[config.mk]
export PLATFORM = sky130hd
export DESIGN_NAME = i2c_fifo_evt
export DESIGN_NICKNAME = d
export VERILOG_FILES = /design/src/rtl/i2c_fifo_evt.sv
export SDC_FILE = /design/constraint.sdc
export NUM_CORES = 1
export LEC_CHECK = 0
export BUFFER_PORTS_ARGS = -buffer_cell sky130_fd_sc_hd__buf_2
export CAP_MARGIN = 10
export CORE_MARGIN = 2
export CORE_UTILIZATION = 57
export CTS_CLUSTER_DIAMETER = 80
export DETAILED_ROUTE_END_ITERATION = 12
export PLACE_DENSITY = 0.79
export SETUP_SLACK_MARGIN = 0.3
export SYNTH_ARGS = -nofsm -noshare
export SYNTH_HDL_FRONTEND = slang
export SYNTH_SLANG_ARGS = --single-unit
[constraint.sdc]
create_clock -name clk -period 2.9 [get_ports clk]
set_input_delay 0.58 -clock clk [delete_from_list [all_inputs] [get_ports clk]]
set_output_delay 0.58 -clock clk [all_outputs]
set_load 0.01 [all_outputs]
[src/rtl/i2c_fifo_evt.sv]
module i2c_fifo_evt #(
  parameter int DEPTH_CODE = 0,
  parameter int THR_W      = 6,
  parameter int CNT_W      = 16,
  parameter int DW         = 8
) (
  input  logic             clk,
  input  logic             rst_n,
  input  logic [THR_W-1:0] tx_thr_m1,
  input  logic [THR_W-1:0] rx_thr_m1,
  input  logic             dir_tx,
  input  logic [CNT_W-1:0] xfer_left,
  input  logic             host_push,
  input  logic [DW-1:0]    host_wdata,
  input  logic             eng_pop,
  output logic [DW-1:0]    eng_rdata,
  input  logic             eng_push,
  input  logic [DW-1:0]    eng_wdata,
  input  logic             host_pop,
  output logic [DW-1:0]    host_rdata,
  input  logic             tx_flush,
  input  logic             rx_flush,
  output logic [$clog2(8<<DEPTH_CODE):0] tx_level,
  output logic [$clog2(8<<DEPTH_CODE):0] rx_level,
  output logic [2:0]       depth_code,
  input  logic [3:0]       stat_w1c,
  input  logic [3:0]       irq_en,
  output logic [3:0]       stat_raw,
  output logic [3:0]       stat_masked,
  output logic             irq
);
  localparam int DEPTH = 8 << DEPTH_CODE;
  localparam int AW    = $clog2(DEPTH);
  localparam int LW    = AW + 1;

  logic [DW-1:0] tx_mem [DEPTH];
  logic [DW-1:0] rx_mem [DEPTH];
  logic [AW-1:0] tx_wp, tx_rp, rx_wp, rx_rp;
  logic [LW-1:0] tx_lvl, rx_lvl;
  logic tx_in, tx_out, rx_in, rx_out;

  assign tx_in  = host_push && !tx_flush && (tx_lvl != LW'(DEPTH));
  assign tx_out = eng_pop   && !tx_flush && (tx_lvl != '0);
  assign rx_in  = eng_push  && !rx_flush && (rx_lvl != LW'(DEPTH));
  assign rx_out = host_pop  && !rx_flush && (rx_lvl != '0);

  always_ff @(posedge clk) begin
    if (tx_in) tx_mem[tx_wp] <= host_wdata;
    if (rx_in) rx_mem[rx_wp] <= eng_wdata;
  end

  always_ff @(posedge clk or negedge rst_n) begin
    if (!rst_n) begin
      tx_wp <= '0; tx_rp <= '0; tx_lvl <= '0;
    end else if (tx_flush) begin
      tx_wp <= '0; tx_rp <= '0; tx_lvl <= '0;
    end else begin
      if (tx_in)  tx_wp <= tx_wp + 1'b1;
      if (tx_out) tx_rp <= tx_rp + 1'b1;
      tx_lvl <= tx_lvl + LW'(tx_in) - LW'(tx_out);
    end
  end

  always_ff @(posedge clk or negedge rst_n) begin
    if (!rst_n) begin
      rx_wp <= '0; rx_rp <= '0; rx_lvl <= '0;
    end else if (rx_flush) begin
      rx_wp <= '0; rx_rp <= '0; rx_lvl <= '0;
    end else begin
      if (rx_in)  rx_wp <= rx_wp + 1'b1;
      if (rx_out) rx_rp <= rx_rp + 1'b1;
      rx_lvl <= rx_lvl + LW'(rx_in) - LW'(rx_out);
    end
  end

  assign eng_rdata  = tx_mem[tx_rp];
  assign host_rdata = rx_mem[rx_rp];
  assign tx_level   = tx_lvl;
  assign rx_level   = rx_lvl;
  assign depth_code = 3'(DEPTH_CODE);

  logic [31:0] tx_thr, rx_thr, left, tx_l, rx_l;
  assign tx_thr = 32'(tx_thr_m1) + 32'd1;
  assign rx_thr = 32'(rx_thr_m1) + 32'd1;
  assign left   = 32'(xfer_left);
  assign tx_l   = 32'(tx_lvl);
  assign rx_l   = 32'(rx_lvl);

  logic xdr_c, xrdy_c, rdr_c, rrdy_c;
  assign xdr_c  = dir_tx && (left != 0) && (left < tx_thr) && (tx_l < tx_thr);
  assign xrdy_c = dir_tx && (left >= tx_thr) && (tx_l < tx_thr);
  assign rdr_c  = !dir_tx && (left == 0) && (rx_l != 0);
  assign rrdy_c = !dir_tx && (left != 0) && (rx_l >= rx_thr);

  logic [3:0] stat;
  always_ff @(posedge clk or negedge rst_n) begin
    if (!rst_n) stat <= '0;
    else        stat <= (stat & ~stat_w1c) | {rdr_c, rrdy_c, xdr_c, xrdy_c};
  end

  assign stat_raw    = stat;
  assign stat_masked = stat & irq_en;
  assign irq         = |stat_masked;
endmodule

==> impl_summary.txt <==
----------------------------------------------------
[GRT]
  First-pass GRT wire length ... 20.5 mm
  Number of antenna violations at the first check in global routing ... 0
  Maximum number of pins on one net before global-route repair ... 25
  Tot GR Track Use ... 0.217
  Layer carrying the most global-route usage ... met2
  Met3 Track Usage GR ... 0.0630
  Met1 capacity usage during global routing ... 0.255
  GR Util met2 ... 0.385
  Total overflow reported by the global router ... 0
  Via count of the first global-routing pass ... 4041

[Power]
  Power density cells ... 806 mW/mm²
  Power after layout ... 6.67 mW
  Standby leakage power ... 3.19 nW
  Peak supply drop ... 514 µV

[Drt]
  DR iter-0 viols ... 242
  Number of vias after detailed routing ... 3909
  DR WL/cell ... 19.0 µm
  Number of vias per cell after detailed routing ... 5.59
  First drt pass iteration count ... 4
  Total wire length ... 13.3 mm
  Post-route DRC ... 0
  Post-detailed-route count of antenna-violating nets ... 0

[Worst setup path]
  Total stage count of the critical path ... 5
  Critical path start-end classification ... reg -> out
  R2r setup slk ... 0.50 ns
  Top cell family by delay on the critical path ... multiplexers
  CP peak stage delay ... 0.53 ns
  Cell depth of the worst flop-to-flop path ... 11
  Crit Reg-Reg Startpoint ... rx_level[2]
  Worst setup EP type ... primary output
  Crit-path cells ... buf_6 > buf_12 > mux4_1 > mux2_2 > buf_2
  End of the worst register-to-register path ... rx_level[2]
  Crit path arrival time ... 1.99 ns
  Critical path required time ... 2.32 ns
  Startpoint types ... register
  Max Fanout on Critical Path ... 5
  Critical path's slowest cell ... sky130_fd_sc_hd__mux4_1
  WP buf/inv ... 3

[Timing]
  Worst-margin pin slew ... 0.579 ns
  Hold Vio Cnt, Final ... 0
  Setup repair after global routing missed its margin ... yes
  Post-Route Hold Slack ... 0.155 ns
  Fmax ... 389 MHz
  Fin crit share ... 0.887
  Number of setup violations in the final report ... 0
  Worst slew slack as a fraction of its limit ... 0.614
  Post-layout minimum cycle time ... 2.57 ns
  Final Max Tran Viols ... 0
  Worst Skew ... 0.00524 ns
  Final total negative setup slack ... 0 ns

[Final layout]
  Antenna cell count ... 0
  Total area of multi-input combinational cells ... 0.00219 mm²
  Syn-to-layout area delta ... 19.7%
  Count of nets after finishing ... 634
  Top library cells by usage in the layout, fill and taps aside ... sky130_fd_sc_hd__edfxtp_1, sky130_fd_sc_hd__buf_2, sky130_fd_sc_hd__nor2_1
  Most common cell after layout, fill and taps aside ... sky130_fd_sc_hd__edfxtp_1
  Number of inserted filler cells in the final layout ... 818
  Layout cells sized above 1 ... 0.366
  Storage element area ... 0.00445 mm²

[Floorplanning]
  Die Span Y ... 114 µm
  Row Count ... 40
  Die width ... 114 µm
  Initial cell density of the core ... 0.580
  Number of ports placed on the die boundary ... 97
  Area of the core region ... 0.0119 mm²
  Overall die area ... 0.0130 mm²

[Synth]
  Register bit count reported by yosys ... 152
  Syn Std Cell Area ... 0.00691 mm²
  Synth Area per Inst ... 16.7 µm²
  Portion of the post-synthesis area used by sequential elements ... 0.643
  Count of distinct cell types in the synthesized netlist ... 46
  Synthesized instance count ... 414
  Share of synthesized flip-flops with an asynchronous set or reset ... 0.158
  Post-synth top flop ... sky130_fd_sc_hd__edfxtp_1
  Yosys warning count ... 0
  Post-synth EDFFs ... 128

[Clock network]
  Sinks on Clock Net ... 152
  Deepest level of the CTS H-tree ... 4
  Deepest clock path buffer count ... 2
  Root cell of the clock tree ... sky130_fd_sc_hd__clkbuf_16
  Cts-stage hold buffer count ... 0
  Clock tree from TritonCTS ... yes
  Number of buffers created by CTS ... 17
  Clock transition at path regs ... 0.06 ns
  Worst skew pair latency ... 0.42 ns

[Placed design]
  Last weighted congestion value of the routability-driven placer ... 0.779
  Number of I/O port buffers ... 93
  Sum of net half-perimeters after detailed placement ... 8.57 mm

[Hold path]
  Tightest Hold Check Type ... in -> async

[Run status]
  Status ... complete, no violations

[Job]
  Number of maximum-capacitance constraint violations ... 0

----------------------------------------------------
## cell type report
class,instances,area share
Timing Repair Buffer,119,0.0915
Tap cell,147,0.0222
Clock inverter,15,0.0215
Inverter,23,0.0104
Multi-Input combinational cell,226,0.265
Clock buffer,17,0.0514
Sequential cell,152,0.538
## cell families after synthesis
group | share of synthesized area
multiplexers | 0.147
XOR/XNOR | 0.0228
AO/OA/AOI/OAI | 0.0266
buffers and inverters | 0.0311
adder cells (fa/ha/maj) | 0.0637
flip-flops | 0.643
other | 0.000542
AND/OR/NAND/NOR | 0.0657
## timing repair
action                     in CTS  in global routing
cloned                          1                  2
gates resized for setup        12                 26
setup endpoints to repair      16                 15
buffers inserted                4                  0
## registers in the layout (all words and copies together) (netlist names)
name / cells
rx_mem: 64
rx_level: 4
tx_wp: 3
rx_rp: 3
tx_level: 4
stat_raw: 4
tx_mem: 64
tx_rp: 3
rx_wp: 3
## stage by stage
stage	util	cells	instance area, µm²	setup WS [ns]
CTS	0.694	697	8270	0.272
global placement	0.637	660	7580	0.614
global route	0.695	699	8270	0.260
detailed placement	0.637	660	7580	0.569
finish	0.695	699	8270	0.329
floorplan	-	416	6920	0.650
## worst reg2reg max path, stage by stage (launching register included)
cell and delay (ns):
sky130_fd_sc_hd__dfrtp_1 0.40, sky130_fd_sc_hd__inv_1 0.10, sky130_fd_sc_hd__ha_1 0.20, sky130_fd_sc_hd__a21bo_2 0.23
sky130_fd_sc_hd__nor2_1 0.14, sky130_fd_sc_hd__inv_1 0.06, sky130_fd_sc_hd__ha_1 0.27, sky130_fd_sc_hd__inv_1 0.05
sky130_fd_sc_hd__ha_1 0.21, sky130_fd_sc_hd__fa_1 0.39, sky130_fd_sc_hd__xnor2_1 0.18, sky130_fd_sc_hd__nor2_1 0.06
## power by group
part           switching [mW]  leakage [nW]  internal, mW
clock                   0.868         0.282          1.35
combinational           0.787          1.44         0.992
sequential              0.152          1.47          2.52
total                    1.81          3.19          4.86
## worst max path at each step
| stage | from | end |
|---|---|---|
| 2_1_floorplan | rx_level[2] | rx_mem[0][0] |
| 3_3_place_gp | tx_level[2] | tx_level[2] |
| 3_5_place_dp | eng_push | rx_level[2] |
| 4_1_cts | rx_rp[0] | host_rdata[5] |
| 5_1_grt | tx_rp[0] | eng_rdata[1] |
| 6_report | tx_rp[0] | eng_rdata[1] |
## metal layers
metal,wire [µm],part of all wire,up-vias
li1,-,-,1842
met1,5310,0.40,1961
met2,7210,0.54,93
met3,625,0.047,13
met4,138,0.010,0
met5,0,0,-
## Yosys cell counts, types with 3 or more instances
master,count,area [µm²]
sky130_fd_sc_hd__a21o_1,5,37.5
sky130_fd_sc_hd__a21oi_1,9,45.0
sky130_fd_sc_hd__and2_1,4,25.0
sky130_fd_sc_hd__buf_4,3,22.5
sky130_fd_sc_hd__buf_6,4,45.0
sky130_fd_sc_hd__clkbuf_8,3,41.3
sky130_fd_sc_hd__dfrtp_1,24,601
sky130_fd_sc_hd__edfxtp_1,128,3840
sky130_fd_sc_hd__ha_1,32,400
sky130_fd_sc_hd__inv_1,23,86.3
sky130_fd_sc_hd__mux2_2,16,180
sky130_fd_sc_hd__mux4_1,25,657
sky130_fd_sc_hd__mux4_2,7,158
sky130_fd_sc_hd__nand2_1,11,41.3
sky130_fd_sc_hd__nand2b_1,6,37.5
sky130_fd_sc_hd__nand3_1,9,45.0
sky130_fd_sc_hd__nor2_1,39,146
sky130_fd_sc_hd__nor2b_1,5,31.3
sky130_fd_sc_hd__nor3_1,6,30.0
sky130_fd_sc_hd__o21ai_0,3,15.0
sky130_fd_sc_hd__or4_1,3,22.5
sky130_fd_sc_hd__xnor2_1,10,87.6
sky130_fd_sc_hd__xor2_1,8,70.1
(Power assumes the default switching activity.)
